===== config.mk =====
export PLATFORM = sky130hd
export DESIGN_NAME = mxfp4_block_dequant
export DESIGN_NICKNAME = d
export VERILOG_FILES = /design/src/rtl/mxfp4_pkg.sv /design/src/rtl/mxfp4_elem_decode.sv /design/src/rtl/mxfp4_word_unpack.sv /design/src/rtl/mxfp4_block_dequant.sv
export SDC_FILE = /design/constraint.sdc
export NUM_CORES = 1
export LEC_CHECK = 0
export ABC_AREA = 1
export BUFFER_PORTS_ARGS = -buffer_cell sky130_fd_sc_hd__buf_2
export CORE_ASPECT_RATIO = 0.7
export CORE_MARGIN = 2
export CORE_UTILIZATION = 47
export CTS_CLUSTER_DIAMETER = 30
export CTS_CLUSTER_SIZE = 28
export DETAILED_ROUTE_END_ITERATION = 6
export PLACE_DENSITY_LB_ADDON = 0.2
export SYNTH_ARGS = -nofsm -noshare
export SYNTH_HDL_FRONTEND = slang
export SYNTH_SLANG_ARGS = --single-unit

===== constraint.sdc =====
create_clock -name clk -period 3.4 [get_ports clk]
set_input_delay 0.68 -clock clk [delete_from_list [all_inputs] [get_ports clk]]
set_output_delay 0.68 -clock clk [all_outputs]
set_load 0.02 [all_outputs]

===== src/rtl/mxfp4_pkg.sv =====
package mxfp4_pkg;
  localparam int unsigned ELEM_W     = 4;
  localparam int unsigned SCALE_W    = 8;
  localparam int unsigned FP_W       = 32;
  localparam logic [SCALE_W-1:0] SCALE_NAN = 8'hFF;
  localparam logic [FP_W-1:0]    FP_QNAN   = 32'h7FC0_0000;
  localparam logic [7:0]         FP_EXP_MAX = 8'hFF;
endpackage


===== src/rtl/mxfp4_elem_decode.sv =====
module mxfp4_elem_decode
  import mxfp4_pkg::*;
(
  input  logic [ELEM_W-1:0]  code,
  input  logic [SCALE_W-1:0] scale,
  output logic [FP_W-1:0]    fp
);
  logic              sgn;
  logic [1:0]        efld;
  logic              mbit;
  logic [1:0]        ue_plus1;
  logic              frac;
  logic signed [9:0] biased;

  // Subnormal code 0.5 is rewritten as 1.0 x 2^-1; normals keep their mantissa bit.
  always_comb begin
    sgn      = code[3];
    efld     = code[2:1];
    mbit     = code[0];
    ue_plus1 = efld;
    frac     = (efld == 2'd0) ? 1'b0 : mbit;
    biased   = $signed({2'b00, scale}) + $signed({8'b0, ue_plus1}) - 10'sd1;
  end

  always_comb begin
    if (scale == SCALE_NAN)
      fp = FP_QNAN;
    else if (code[2:0] == 3'd0)
      fp = {sgn, 31'b0};
    else if (biased >= 10'sd255)
      fp = {sgn, FP_EXP_MAX, 23'b0};
    else if (biased <= 10'sd0)
      fp = {sgn, 31'b0};
    else
      fp = {sgn, biased[7:0], frac, 22'b0};
  end
endmodule


===== src/rtl/mxfp4_word_unpack.sv =====
module mxfp4_word_unpack
  import mxfp4_pkg::*;
#(
  parameter int unsigned WORD_W   = 32,
  parameter int unsigned BLOCK_EL = 32,
  localparam int unsigned EPW     = WORD_W / ELEM_W,
  localparam int unsigned WPB     = BLOCK_EL / EPW,
  localparam int unsigned NIB_W   = (EPW > 1) ? $clog2(EPW) : 1,
  localparam int unsigned WPOS_W  = (WPB > 1) ? $clog2(WPB) : 1
)(
  input  logic                      clk,
  input  logic                      rst,
  input  logic                      in_valid,
  output logic                      in_ready,
  input  logic                      in_start,
  input  logic [SCALE_W-1:0]        in_scale,
  input  logic [WORD_W-1:0]         in_word,
  input  logic                      adv,
  output logic                      cur_valid,
  output logic [ELEM_W-1:0]         cur_code,
  output logic [SCALE_W-1:0]        cur_scale,
  output logic [WPOS_W+NIB_W-1:0]   cur_index,
  output logic                      err_restart
);
  logic [WORD_W-1:0]  word_q;
  logic [SCALE_W-1:0] scale_q;
  logic [WPOS_W-1:0]  wpos_q;
  logic [WPOS_W-1:0]  expect_q;
  logic [NIB_W-1:0]   nib_q;
  logic               full_q;
  logic               open_q;
  logic               err_q;
  logic               last_nib;
  logic               acc;
  logic               load;

  assign last_nib    = (nib_q == NIB_W'(EPW - 1));
  assign in_ready    = !full_q || (adv && last_nib);
  assign acc         = in_valid && in_ready;
  assign load        = acc && (in_start || open_q);
  assign cur_valid   = full_q;
  assign cur_code    = word_q[nib_q*ELEM_W +: ELEM_W];
  assign cur_scale   = scale_q;
  assign cur_index   = {wpos_q, nib_q};
  assign err_restart = err_q;

  // Block sequencer: tracks which word position the next accepted beat fills.
  always_ff @(posedge clk) begin
    if (rst) begin
      open_q   <= 1'b0;
      expect_q <= '0;
      wpos_q   <= '0;
      scale_q  <= '0;
      err_q    <= 1'b0;
    end else begin
      err_q <= acc && in_start && open_q;
      if (acc) begin
        if (in_start) begin
          scale_q  <= in_scale;
          wpos_q   <= '0;
          expect_q <= WPOS_W'(1);
          open_q   <= (WPB > 1);
        end else if (open_q) begin
          wpos_q   <= expect_q;
          expect_q <= expect_q + WPOS_W'(1);
          open_q   <= (expect_q != WPOS_W'(WPB - 1));
        end
      end
    end
  end

  // Word holding register and element pointer.
  always_ff @(posedge clk) begin
    if (rst) begin
      full_q <= 1'b0;
      nib_q  <= '0;
      word_q <= '0;
    end else if (load) begin
      word_q <= in_word;
      full_q <= 1'b1;
      nib_q  <= '0;
    end else if (adv) begin
      if (last_nib)
        full_q <= 1'b0;
      else
        nib_q <= nib_q + NIB_W'(1);
    end
  end
endmodule


===== src/rtl/mxfp4_block_dequant.sv =====
module mxfp4_block_dequant
  import mxfp4_pkg::*;
#(
  parameter int unsigned WORD_W   = 32,
  parameter int unsigned BLOCK_EL = 32,
  localparam int unsigned EPW     = WORD_W / ELEM_W,
  localparam int unsigned WPB     = BLOCK_EL / EPW,
  localparam int unsigned NIB_W   = (EPW > 1) ? $clog2(EPW) : 1,
  localparam int unsigned WPOS_W  = (WPB > 1) ? $clog2(WPB) : 1,
  localparam int unsigned IDX_W   = WPOS_W + NIB_W
)(
  input  logic               clk,
  input  logic               rst,
  input  logic               in_valid,
  output logic               in_ready,
  input  logic               in_start,
  input  logic [SCALE_W-1:0] in_scale,
  input  logic [WORD_W-1:0]  in_word,
  output logic               out_valid,
  input  logic               out_ready,
  output logic [FP_W-1:0]    out_data,
  output logic [IDX_W-1:0]   out_index,
  output logic               err_restart
);
  logic               cur_valid;
  logic [ELEM_W-1:0]  cur_code;
  logic [SCALE_W-1:0] cur_scale;
  logic [IDX_W-1:0]   cur_index;
  logic [FP_W-1:0]    cur_fp;
  logic               slot_free;
  logic               adv;
  logic               ov_q;
  logic [FP_W-1:0]    od_q;
  logic [IDX_W-1:0]   oi_q;

  assign slot_free = !ov_q || out_ready;
  assign adv       = cur_valid && slot_free;

  mxfp4_word_unpack #(
    .WORD_W   (WORD_W),
    .BLOCK_EL (BLOCK_EL)
  ) u_unpack (
    .clk         (clk),
    .rst         (rst),
    .in_valid    (in_valid),
    .in_ready    (in_ready),
    .in_start    (in_start),
    .in_scale    (in_scale),
    .in_word     (in_word),
    .adv         (adv),
    .cur_valid   (cur_valid),
    .cur_code    (cur_code),
    .cur_scale   (cur_scale),
    .cur_index   (cur_index),
    .err_restart (err_restart)
  );

  mxfp4_elem_decode u_dec (
    .code  (cur_code),
    .scale (cur_scale),
    .fp    (cur_fp)
  );

  // Registered output slot.
  always_ff @(posedge clk) begin
    if (rst) begin
      ov_q <= 1'b0;
      od_q <= '0;
      oi_q <= '0;
    end else if (slot_free) begin
      ov_q <= cur_valid;
      if (adv) begin
        od_q <= cur_fp;
        oi_q <= cur_index;
      end
    end
  end

  assign out_valid = ov_q;
  assign out_data  = od_q;
  assign out_index = oi_q;
endmodule


; ---- After elaboration in Yosys (flattened, before gate mapping)
; Index checks and enable logic that the tools add are counted.
[word_totals]
ff_bits = 88
in_bits = 45
output_inout_bits = 40
[classes]
addsub = 4
order_cmp = 2
n_eq_ne = 3
shifts = 1
mux = 14
n_bitwise = 1
reduce_logical = 22
[op_table]
columns = op, count
row1 = $mux W31, 3
row2 = $mux W32, 1
row3 = $shiftx A32 B6 Y4, 1
row4 = $ge A10 B9 Y1 const B, 1
row5 = $le A10 B1 Y1 const B, 1
row6 = $reduce_and A2 Y1, 5
row7 = $sub A10 B2 Y10 const B, 1
row8 = $add A8 B2 Y9, 1
row9 = $eq A8 B8 Y1 const B, 1
row10 = $mux W2, 4
row11 = $logic_and A1 B1 Y1, 6
row12 = $mux W1, 6
row13 = $reduce_bool A2 Y1, 3
row14 = $add A3 B1 Y3 const B, 1
row15 = $eq A3 B3 Y1 const B, 1
row16 = $logic_not A3 Y1, 1
row17 = $logic_or A1 B1 Y1, 3
row18 = $add A2 B1 Y2 const B, 1
row19 = $logic_not A1 Y1, 2
row20 = $logic_not A2 Y1, 1
row21 = $ne A2 B2 Y1 const B, 1
row22 = $reduce_or A2 Y1, 1
row23 = $not A1 Y1, 1

; ---- Longest topological paths before layout
; Gate-level depths: netlist of the first run.
[logic_depth]
ltp_word = 9
ltp_mapped = 25

; ---- Cells and area by module
; From an unflattened synthesis of the first run, not the netlist that was laid out.
[hier_totals]
hier_cells = 911
area_unflattened_um2 = 5596.6
[by_module_without_submodules]
columns = module, instances, cells_per_inst, area_per_inst_um2, seq_area_each_um2
row1 = mxfp4_word_unpack, 1, 485, 2861.5, 1001.0
row2 = mxfp4_block_dequant, 1, 248, 1701.6, 760.7
row3 = mxfp4_elem_decode, 1, 178, 1033.5, 0.0

; ---- Worst setup path after synthesis of the first run
; Ideal clock, no wire load.
[synth_timing]
kind = register to register
from = register u_unpack.nib_q[1]
to = register od_q[23], in the netlist out_data[23]
t_arrival_ns = 3.097
t_required_ns = 3.261
path_slack_ns = 0.164
stages_incl_launch_ff = 26
synth_period_minus_slack_ns = 3.236
path_cell_list = dfxtp_1 buf_4 clkinv_1 a21oi_1 o21ai_0 nand2_1 nor2_1 a31oi_1 ha_1 inv_1 fa_1 inv_1 nor2_1 inv_1 nor2_4 nand3_1 nor2_1 nand2_1 nand2_1 nand2_1 nor2_1 nand3_2 nand3_1 nand2_1 nand2_1 a21oi_1
[synth_via]
elab_chain_cells = 8
[synth_rtl]
columns = element, line_no
row1 = start: declaration, mxfp4_word_unpack.sv:29  ; logic [NIB_W-1:0] nib_q;
row2 = start signal: assignment, mxfp4_word_unpack.sv:86  ; nib_q <= nib_q + NIB_W'(1);
row3 = $shiftx A32 B6 Y4 *, mxfp4_word_unpack.sv:42  ; assign cur_code = word_q[nib_q*ELEM_W +: ELEM_W];
row4 = $add A8 B2 Y9, mxfp4_elem_decode.sv:22  ; biased = $signed({2'b00, scale}) + $signed({8'b0, ue_plus1}) - 10'sd1;
row5 = $sub A10 B2 Y10, mxfp4_elem_decode.sv:22
row6 = $le A10 B1 Y1, mxfp4_elem_decode.sv:32  ; else if (biased <= 10'sd0)
row7 = $mux W31, mxfp4_elem_decode.sv:32
row8 = $mux W31, mxfp4_elem_decode.sv:30  ; else if (biased >= 10'sd255)
row9 = $mux W31 *, mxfp4_elem_decode.sv:28  ; else if (code[2:0] == 3'd0)
row10 = $mux W32 *, mxfp4_elem_decode.sv:26  ; if (scale == SCALE_NAN)
row11 = end signal: assignment, mxfp4_block_dequant.sv:73  ; od_q <= cur_fp;
row12 = end: declaration, mxfp4_block_dequant.sv:33  ; logic [FP_W-1:0] od_q;
; Mark *: on every way between the ends. The rest lies on a longest branch, timed or not.
; A chain may end at the register's enable or synchronous reset.

; ---- Final worst setup path of the first run
[layout_timing]
from = register u_unpack.nib_q[0]
to = register od_q[23], in the netlist out_data[23]
; Same word-level chain as after synthesis.

==> results.py, run 1 <==
metrics = {
    "sta": {
        "slew_headroom_pct": 30.46,
        "max_freq_mhz": 294.0,
        "period_share_pct": 100.0,
        "finalCriticalPeriod_ns": 3.401,
        "tns_ns": -0.001440,
        "tightest_slew_ns": 1.042,
        "final_max_slew_viol_count": 0,
        "finClkSkew_ns": 0.008381,
        "rsz0062_at_grt": "true",
        "final-hold-violation-count": 0,
        "setup_viol": 1,
        "setup_ws_ns": -0.001440,
    },
    "cells_and_area": {
        "fin_nets": 632,
        "drive_gt1_share_pct": 25.90,
        "diodes": 0,
        "synthToLayoutAreaGrowth_pct": 19.91,
        "stdcell_area_um2": 4234,
        "utilization_pct": 58.10,
        "fillers": 726,
    },
    "floorplan": {
        "io_pins": 85,
        "rows": 26,
        "start_util_pct": 48.45,
        "die_w_um": 107.6,
        "fp.coreArea_um2": 7287,
        "die_area_um2": 8233,
        "die_h_um": 76.52,
    },
    "hold_path": {
        "hold_depth": 2,
        "holdCritStartpoint": "u_unpack.word_q[27]",
        "hold_end": "u_unpack.word_q[27]",
        "worstHoldPathType": "flip-flop to flip-flop",
    },
    "critical_path": {
        "cp.arrival_ns": 3.59,
        "ff2ff_path_depth": 24,
        "cp_data_required_time_ns": 3.59,
        "worstSetupPathType": "flip-flop to flip-flop",
        "r2r_setup_slack_ns": -0.001,
        "r2r-end": "out_data[23]",
        "crit_chain": "buf_12 -> a21oi_2 -> o21ai_1 -> nand2_1 -> nor2_1 -> a31oi_1 -> ha_2 -> inv_2 -> fa_2 -> inv_2 -> nor2_4 -> inv_2 -> nor2_4 -> nand3_2 -> nor2_1 -> nand2_1 -> nand2_2 -> nand2_1 -> nor2_1 -> nand3_2 -> nand3_2 -> nand2_1 -> nand2_1 -> a21oi_1",
        "critPathLaunchType": "flip-flop",
        "path_common_cell": "nand2_1",
        "crit_fanout": 7,
        "worst_path_largest_cell_delay_ns": 0.60,
        "r2r-start": "u_unpack.nib_q[0]",
        "crit_slowest_cell": "fa_2",
        "cp-end-kind": "flip-flop",
    },
    "detailed_routing": {
        "vias": 3378,
        "via_per_inst": 4.960,
        "wire_per_inst_um": 12.52,
        "wl_mm": 8.526,
        "drt_iter0_markers": 150,
        "drtAntennaViolNets": 0,
        "first_pass_iters": 4,
        "drc": 0,
    },
    "clock_tree": {
        "cts_root_buf": "clkbuf_8",
        "holdBufCountCts": 0,
        "htreeDepth": 3,
        "clock_path_buffers": 2,
        "insertion_delay_ns": 0.34,
        "cts_tree": "done",
        "cts_inserted_buffers": 9,
        "cts.clk_slew.worst_paths_ns": 0.07,
        "clkSinkCount": 66,
    },
    "outcome": {
        "violations": "negative setup slack",
        "status": "complete, but fails checks",
    },
    "global_routing": {
        "grt_max_degree": 44,
        "grt_overflow": 0,
        "grt_pass1_vias": 2926,
        "antenna_found_initial": 0,
        "grt_first_pass_wirelength_mm": 13.83,
        "grt.total_usage_pct": 20.97,
    },
    "synthesis": {
        "yosys_warnings": 0,
        "synth_area_leaders": "dfxtp_1, nand2_1, a21oi_1, o21ai_0, inv_1",
        "synthArstFlopShare_pct": 0,
        "netlist.area_leader.share_pct": 37.42,
        "syn_area_um2": 3531,
        "synth_cell_types": 30,
        "ys_dominant_reg_cell": "dfxtp_1",
        "synth_edf_count": 0,
        "synth_top_area_cell": "dfxtp_1",
        "synth-seq-area-share_pct": 37.42,
        "synth_most_common_cell": "nand2_1",
        "synthCells": 511,
        "synth_area_per_cell_um2": 6.910,
        "ys_ff_latch": 66,
        "synthTopCellsByCount": "nand2_1, a21oi_1, dfxtp_1",
    },
    "power_and_ir_drop": {
        "power_mw": 2.161,
        "peakVddDrop_uv": 275.8,
        "leakagePower_nw": 1.906,
        "power_density_nw_per_um2": 510.3,
    },
    "place": {
        "hpwlAfterDp_mm": 6.267,
        "pre_cts_slack_ns": 0.003434,
        "gp_congestion": 0.8581,
        "io_buffers": 62,
        "place_area_um2": 3846,
    },
    "job": {
        "drv_cap": 0,
    },
}
==> cells by family (layout without fill, tap and decap cells) <==
family	count (synthesis)	in the layout	share of synthesized area, %
buf+inv	105	156	13.86
compound gates	140	140	19.99
flops	66	66	37.42
fa+ha+maj	9	9	3.402
other cells	1	22	0.1062
simple gates	190	190	25.23
==> registers in the layout (all words and copies together) (netlist names) <==
signal,count
u_unpack.err_restart,1
out_data,10
u_unpack.word_q,32
u_unpack.expect_q,2
u_unpack.open_q,1
out_index,5
u_unpack.cur_valid,1
out_valid,1
u_unpack.nib_q,3
u_unpack.wpos_q,2
u_unpack.cur_scale,8
==> critical path, delay by kind of cell, from the launching register on <==
kind | cells | cell delay [ns]
AO/OA/AOI/OAI | 4 | 0.47
AND/OR/NAND/NOR | 14 | 1.28
buffers and inverters | 4 | 0.28
flip-flops | 1 | 0.36
adder cells (fa/ha/maj) | 2 | 0.83
==> timing repair <==
item / CTS / global route
endpoints found under the setup margin: 0 / 9
gates resized for setup: 0 / 37
buffers inserted: 0 / 7
==> through the flow <==
stage | std cells | hold WS (ns)
4_1_cts | 674 | 0.4606
5_1_grt | 681 | 0.4740
6_report | 681 | 0.4554
2_1_floorplan | 532 | 0.4297
3_5_place_dp | 658 | 0.4506
3_3_place_gp | 658 | 0.4421
==> cell usage in the layout, fill, tap and decap left out, drive strengths merged <==
master / instances
o22ai: 2
fa: 1
nor3: 2
ha: 8
nand3b: 1
nand2: 118
clkinvlp: 3
dfxtp: 66
conb: 22
or2: 1
inv: 65
nand4: 2
nor2: 26
nand3: 40
o21ai: 59
a31oi: 2
bufinv: 1
buf: 76
clkbuf: 11
a21oi: 77
==> how the worst max path moves through the flow <==
| stage | endpoint | cells past startpoint | slack (ns) | start |
|---|---|---|---|---|
| final | out_data[23] | 24 | -0.001 | u_unpack.nib_q[0] |
| after CTS | out_data[23] | 24 | 0.004 | u_unpack.nib_q[0] |
| after global placement | out_data[22] | 24 | 0.14 | u_unpack.nib_q[0] |
| after detailed placement | out_data[23] | 24 | 0.003 | u_unpack.nib_q[0] |
| after global routing | out_data[23] | 24 | -0.19 | u_unpack.nib_q[0] |
| after floorplan | out_data[23] | 25 | 0.16 | u_unpack.nib_q[1] |
==> per-layer routing <==
metal  global-route usage (%)  vias up  wire length (um)
met3                    4.534        2               449
li1                         -     1752                 -
met4                    5.385        0                20
met2                    28.99       90              3701
met5                        0        -                 0
met1                    32.52     1534              4355
==> cell type report <==
type                       instances  area (um2)  area share [%]
inverter                          64       242.7           5.733
timing repair buffer              76       427.9           10.11
multi-input combinational        361        1903           44.95
tap                               98       122.6           2.896
sequential                        66        1325           31.29
clock buffer                      11       151.4           3.576
clock inverter                     5       61.31           1.448
==> power by group <==
group	total [mW]	internal (mW)	switching, mW
logic	0.606	0.222	0.384
clock network	0.689	0.381	0.308
registers	0.866	0.832	0.0333
No activity file was read; power rests on OpenSTA's default activity.
==> inputs of run 2 (changes only) <==
--- a/config.mk
+++ b/config.mk
@@ -8,7 +8,6 @@
 export ABC_AREA = 1
 export BUFFER_PORTS_ARGS = -buffer_cell sky130_fd_sc_hd__buf_2
 export CORE_ASPECT_RATIO = 0.7
-export CORE_MARGIN = 2
 export CORE_UTILIZATION = 47
 export CTS_CLUSTER_DIAMETER = 30
 export CTS_CLUSTER_SIZE = 28
==> results.py, run 2 (synthesis gave the netlist of run 1 again) <==
metrics = {
    "global_routing": {
        "grt.total_usage_pct": 22.52,
        "grt_pass1_vias": 2851,
        "antenna_found_initial": 0,
        "grt_overflow": 0,
        "grt_first_pass_wirelength_mm": 13.61,
        "grt_max_degree": 49,
    },
    "floorplan": {
        "start_util_pct": 48.45,
        "die_w_um": 105.6,
        "fp.coreArea_um2": 7287,
        "die_area_um2": 7868,
        "io_pins": 85,
        "die_h_um": 74.52,
        "rows": 26,
    },
    "power_and_ir_drop": {
        "power_mw": 2.168,
        "leakagePower_nw": 1.920,
        "peakVddDrop_uv": 274.5,
        "power_density_nw_per_um2": 506.7,
    },
    "outcome": {
        "status": "finished clean",
    },
    "clock_tree": {
        "cts_tree": "done",
        "htreeDepth": 3,
        "cts_inserted_buffers": 9,
        "cts.clk_slew.worst_paths_ns": 0.08,
        "clock_path_buffers": 2,
        "insertion_delay_ns": 0.35,
        "cts_root_buf": "clkbuf_8",
        "holdBufCountCts": 0,
        "clkSinkCount": 66,
    },
    "sta": {
        "setup_viol": 0,
        "setup_ws_ns": 0.01024,
        "tightest_slew_ns": 1.111,
        "rsz0062_at_grt": "true",
        "finalCriticalPeriod_ns": 3.390,
        "final-hold-violation-count": 0,
        "hold_ws_ns": 0.4636,
        "period_share_pct": 99.70,
        "final_max_slew_viol_count": 0,
        "max_freq_mhz": 295.0,
        "slew_headroom_pct": 25.84,
        "finClkSkew_ns": 0.009314,
        "tns_ns": 0,
    },
    "critical_path": {
        "worstSetupPathType": "flip-flop to flip-flop",
        "crit_slowest_cell": "fa_2",
        "crit_fanout": 7,
        "crit_chain": "buf_8 -> a21oi_2 -> o21ai_1 -> nand2_1 -> nor2_1 -> a31oi_2 -> ha_2 -> inv_2 -> fa_2 -> inv_2 -> nor2_4 -> inv_2 -> nor2_4 -> nand3_2 -> nor2_1 -> nand2_1 -> nand2_2 -> nand2_1 -> nor2_1 -> nand3_2 -> nand3_1 -> nand2_1 -> nand2_1 -> a21oi_1",
        "cp-endpoint": "out_data[29]",
        "r2r-end": "out_data[29]",
        "worst_path_largest_cell_delay_ns": 0.60,
        "r2r-start": "u_unpack.nib_q[0]",
        "critPathLaunchType": "flip-flop",
        "crit_start": "u_unpack.nib_q[0]",
        "r2r_setup_slack_ns": 0.01,
        "cp.arrival_ns": 3.59,
        "cp_data_required_time_ns": 3.60,
        "path_common_cell": "nand2_1",
        "ff2ff_path_depth": 24,
        "cp-end-kind": "flip-flop",
    },
    "place": {
        "pre_cts_slack_ns": -0.01520,
        "gp_congestion": 0.8883,
        "io_buffers": 62,
        "hpwlAfterDp_mm": 6.222,
        "place_area_um2": 3854,
    },
    "detailed_routing": {
        "drtAntennaViolNets": 0,
        "drt_iter0_markers": 231,
        "wl_mm": 8.686,
        "wire_per_inst_um": 12.74,
        "vias": 3376,
        "via_per_inst": 4.950,
        "first_pass_iters": 4,
        "drc": 0,
    },
    "job": {
        "drv_cap": 0,
    },
    "hold_path": {
        "worstHoldPathType": "flip-flop to flip-flop",
    },
    "cells_and_area": {
        "fillers": 699,
        "multi_input_area_um2": 1931,
        "largest_register_ffs": 32,
        "seqCellArea_um2": 1325,
        "diodes": 0,
        "drive_gt1_share_pct": 26.37,
        "max_flop_register": "u_unpack.word_q",
        "synthToLayoutAreaGrowth_pct": 21.19,
        "stdcell_area_um2": 4279,
        "fin_nets": 633,
        "layout_commonest_cell": "nand2_1",
        "final_cell_mix": "nand2_1, a21oi_1, dfxtp_1, buf_2, o21ai_0",
    },
}
==> run 2: critical path: cells and delay by family, from the launching register on <==
kind / cells / cell delay, ns
buffers and inverters: 4 / 0.28
AND/OR/NAND/NOR: 14 / 1.30
AO/OA/AOI/OAI: 4 / 0.45
adder cells (fa/ha/maj): 2 / 0.83
flip-flops: 1 / 0.38
==> run 2: repair_timing <==
action,in CTS,in global routing
resized for setup,1,41
setup buffers,0,5
gates cloned,0,2
pin swaps,0,18
endpoints found under the setup margin,7,9
==> run 2: power by group <==
group / leakage [nW] / internal, mW / total [mW] / switching, mW
logic: 1.28 / 0.217 / 0.599 / 0.383
clock network: 0.0982 / 0.381 / 0.701 / 0.321
registers: 0.542 / 0.832 / 0.867 / 0.0352
==> run 2: layout make-up <==
| class | instances | share of cell area (%) |
|---|---|---|
| inverter | 64 | 5.789 |
| clock buffer | 11 | 3.538 |
| tap | 98 | 2.866 |
| timing repair buffer | 76 | 10.29 |
| clock inverter | 5 | 1.433 |
| sequential | 66 | 30.96 |
| multi-input combinational | 362 | 45.12 |
==> run 2: per-layer routing <==
metal  part of all wire [%]  wire [um]  global-route usage [%]
met5                      0          0                       0
met4                   0.98         85                   6.481
met3                    5.3        459                   6.047
met2                     42       3645                   31.94
met1                     52       4496                   33.30
==> run 2: worst min path at each step <==
| stage | startpoint | slack, ns | endpoint | cells past startpoint |
|---|---|---|---|---|
| 6_report | u_unpack.open_q | 0.46 | u_unpack.err_restart | 2 |
| 5_1_grt | u_unpack.word_q[30] | 0.49 | u_unpack.word_q[30] | 2 |
| 4_1_cts | u_unpack.word_q[6] | 0.46 | u_unpack.word_q[6] | 2 |
| 3_5_place_dp | u_unpack.word_q[6] | 0.45 | u_unpack.word_q[6] | 2 |
| 3_3_place_gp | u_unpack.word_q[7] | 0.45 | u_unpack.word_q[7] | 2 |
| 2_1_floorplan | u_unpack.word_q[10] | 0.43 | u_unpack.word_q[10] | 2 |
==> run 2: per-stage QoR <==
stage	utilization, %	instances
2_1_floorplan	-	532
3_3_place_gp	52.88	659
3_5_place_dp	52.88	659
4_1_cts	55.89	675
5_1_grt	58.72	682
6_report	58.72	682
==> inputs of run 3 (changes only) <==
--- a/config.mk
+++ b/config.mk
@@ -6,13 +6,14 @@
 export NUM_CORES = 1
 export LEC_CHECK = 0
 export ABC_AREA = 1
-export BUFFER_PORTS_ARGS = -buffer_cell sky130_fd_sc_hd__buf_2
 export CORE_ASPECT_RATIO = 0.7
 export CORE_UTILIZATION = 47
 export CTS_CLUSTER_DIAMETER = 30
 export CTS_CLUSTER_SIZE = 28
 export DETAILED_ROUTE_END_ITERATION = 6
+export DONT_BUFFER_PORTS = 1
 export PLACE_DENSITY_LB_ADDON = 0.2
 export SYNTH_ARGS = -nofsm -noshare
 export SYNTH_HDL_FRONTEND = slang
+export SYNTH_HIERARCHICAL = 1
 export SYNTH_SLANG_ARGS = --single-unit
==> results.py, run 3 <==
metrics = {
    "global_routing": {
        "grt_util_met2_pct": 29.12,
        "grt_pass1_vias": 4191,
        "use_met1_pct": 29.73,
        "grt_first_pass_wirelength_mm": 20.18,
        "antenna_found_initial": 0,
        "use_met3_pct": 5.312,
        "grt-busiest-layer": "met1",
        "grt_overflow": 0,
        "grt.total_usage_pct": 20.33,
        "grt_max_degree": 77,
    },
    "floorplan": {
        "start_util_pct": 49.57,
        "die_area_um2": 12360,
        "die_w_um": 132.4,
        "rows": 32,
        "die_h_um": 93.30,
        "io_pins": 85,
        "fp.coreArea_um2": 11290,
    },
    "synthesis": {
        "synthCells": 911,
        "synth_edf_count": 0,
        "synth_top_family_by_area": "simple AND/OR/NAND/NOR gates",
        "synthXorXnorAreaFrac_pct": 0.1565,
        "yosys.area_share.simple_pct": 37.96,
        "synth_area_per_cell_um2": 6.143,
        "netlist.area_leader.share_pct": 31.48,
        "synth_compound_area_share_pct": 4.494,
        "synthArstFlopShare_pct": 0,
        "yosys_warnings": 6,
        "synth_area_leaders": "dfxtp_1, nand2_1, inv_1, nand3_1, nor2_1",
        "synth_top_area_cell": "dfxtp_1",
        "synth-seq-area-share_pct": 31.48,
        "synth-adder-area-share_pct": 3.935,
        "synthMuxAreaShare_pct": 0,
        "ys_dominant_reg_cell": "dfxtp_1",
        "synthTopCellsByCount": "nand2_1, inv_1, nor2_1",
        "synth_most_common_cell": "nand2_1",
        "syn_area_um2": 5597,
        "synth_cell_types": 32,
        "ys_ff_latch": 88,
    },
    "detailed_routing": {
        "wl_mm": 11.90,
        "drc": 0,
        "drt_iter0_markers": 250,
        "wire_per_inst_um": 11.35,
        "via_per_inst": 4.601,
        "drtAntennaViolNets": 0,
        "first_pass_iters": 4,
        "vias": 4822,
    },
    "clock_tree": {
        "clock_path_buffers": 2,
        "htreeDepth": 3,
        "clkSinkCount": 88,
        "cts.clk_slew.worst_paths_ns": 0.06,
        "cts_inserted_buffers": 9,
        "insertion_delay_ns": 0.34,
        "cts_tree": "done",
        "cts_root_buf": "clkbuf_16",
    },
    "place": {
        "hpwlAfterDp_mm": 8.270,
        "io_buffers": 0,
        "gp_congestion": 0.8261,
        "place_inst": 1027,
        "place_area_um2": 5504,
    },
    "cells_and_area": {
        "final_cell_mix": "nand2_1, inv_1, nor2_1, dfxtp_1, nand3_1",
        "finalNonFillerCells": 1048,
        "utilization_pct": 52.46,
        "stdcell_area_um2": 5923,
        "layout_commonest_cell": "nand2_1",
        "synthToLayoutAreaGrowth_pct": 5.835,
        "diodes": 0,
        "drive_gt1_share_pct": 9.050,
        "fin_nets": 952,
    },
    "sta": {
        "tightest_slew_ns": 0.8092,
        "max_freq_mhz": 320.8,
        "setup_viol": 0,
        "final_max_slew_viol_count": 0,
        "slew_headroom_pct": 45.86,
        "tns_ns": 0,
        "final-hold-violation-count": 0,
        "finClkSkew_ns": 0.005230,
        "finalCriticalPeriod_ns": 3.117,
        "period_share_pct": 91.67,
    },
    "power_and_ir_drop": {
        "power_density_nw_per_um2": 524.1,
        "peakVddDrop_uv": 282.4,
        "leakagePower_nw": 3.202,
    },
    "critical_path": {
        "path_common_cell": "nand2_1",
        "cp_top_family": "simple AND/OR/NAND/NOR gates",
        "worst_path_largest_cell_delay_ns": 0.39,
        "critPathLaunchType": "flip-flop",
        "cp_data_required_time_ns": 3.63,
        "cp-end-kind": "flip-flop",
        "critPathBufInv": 6,
        "cp.arrival_ns": 3.35,
        "crit_fanout": 16,
        "r2r-start": "u_unpack/nib_q[0]",
        "crit_slowest_cell": "fa_2",
        "crit_start": "u_unpack/nib_q[0]",
        "worstSetupPathType": "flip-flop to flip-flop",
    },
    "job": {
        "drv_cap": 0,
    },
    "outcome": {
        "status": "finished clean",
    },
    "hold_path": {
        "worstHoldPathType": "input port to flip-flop",
        "holdCritStartpoint": "rst",
    },
}
==> run 3: cell count changes in the layout (fill, tap and decap cells not counted), moves of 42 or more <==
cell,previous run,this run
o21ai_0,55,1
nand2_1,100,236
buf_2,62,0
nor2_1,17,93
inv_1,52,193
nand4_1,1,46
nand3_1,30,72
==> run 3: worst paths after layout <==
| path | endpoint | slack (ns) | cells past startpoint |
|---|---|---|---|
| min | out_valid | 0.40 | 1 |
| min reg2reg | out_valid | 0.45 | 2 |
| max | out_data[30] | 0.28 | 26 |
| max reg2reg | out_data[30] | 0.28 | 26 |
==> run 3: report_power, final <==
| group | switching [mW] | internal (mW) |
|---|---|---|
| clock network | 0.425 | 0.615 |
| registers | 0.103 | 1.12 |
| logic | 0.525 | 0.314 |
==> run 3: area by class of cell <==
| type | count | area, um2 |
|---|---|---|
| clock inverter | 5 | 61.31 |
| clock buffer | 11 | 252.7 |
| fill | 1208 | 5368 |
| timing repair buffer | 16 | 132.6 |
| inverter | 207 | 779.5 |
| tap | 153 | 191.4 |
| multi-input combinational | 568 | 2740 |
| sequential | 88 | 1765 |
==> run 3: worst reg2reg max path, delay by kind of cell (launching register included) <==
| family | cells | cell delay [ns] |
|---|---|---|
| flip-flops | 1 | 0.34 |
| buffers and inverters | 6 | 0.46 |
| AND/OR/NAND/NOR | 16 | 1.23 |
| AO/OA/AOI/OAI | 1 | 0.15 |
| adder cells (fa/ha/maj) | 3 | 0.82 |
==> run 3: what timing repair did <==
item | in CTS | in global routing
gates resized for setup | 0 | 20
setup endpoints to repair | 0 | 9
hold buffers | 0 | 0
buffers inserted | 0 | 5
==> run 3: cell families (layout without fill, tap and decap cells) <==
group | Yosys count | after routing
AND/OR/NAND/NOR | 479 | 479
buffers and inverters | 276 | 239
flip-flops | 88 | 88
AO/OA/AOI/OAI | 49 | 49
adder cells (fa/ha/maj) | 17 | 17
other | 1 | 22
XOR/XNOR | 1 | 1
==> run 3: per-stage QoR <==
step	power, mW	setup slack [ns]	hold WS, ns
after CTS	3.071	0.1410	0.3885
final	3.104	0.2831	0.4016
after detailed placement	2.020	0.1975	0.4473
after floorplan	1.924	0.2761	0.4492
after global placement	2.018	0.2196	0.4490
after global routing	3.321	-0.01541	0.3920
==> run 3: routing by layer <==
metal,share of wire [%],up-vias
met3,5.5,11
met4,1.2,0
met2,40,104
met1,53,2052
met5,0,-
li1,-,2655
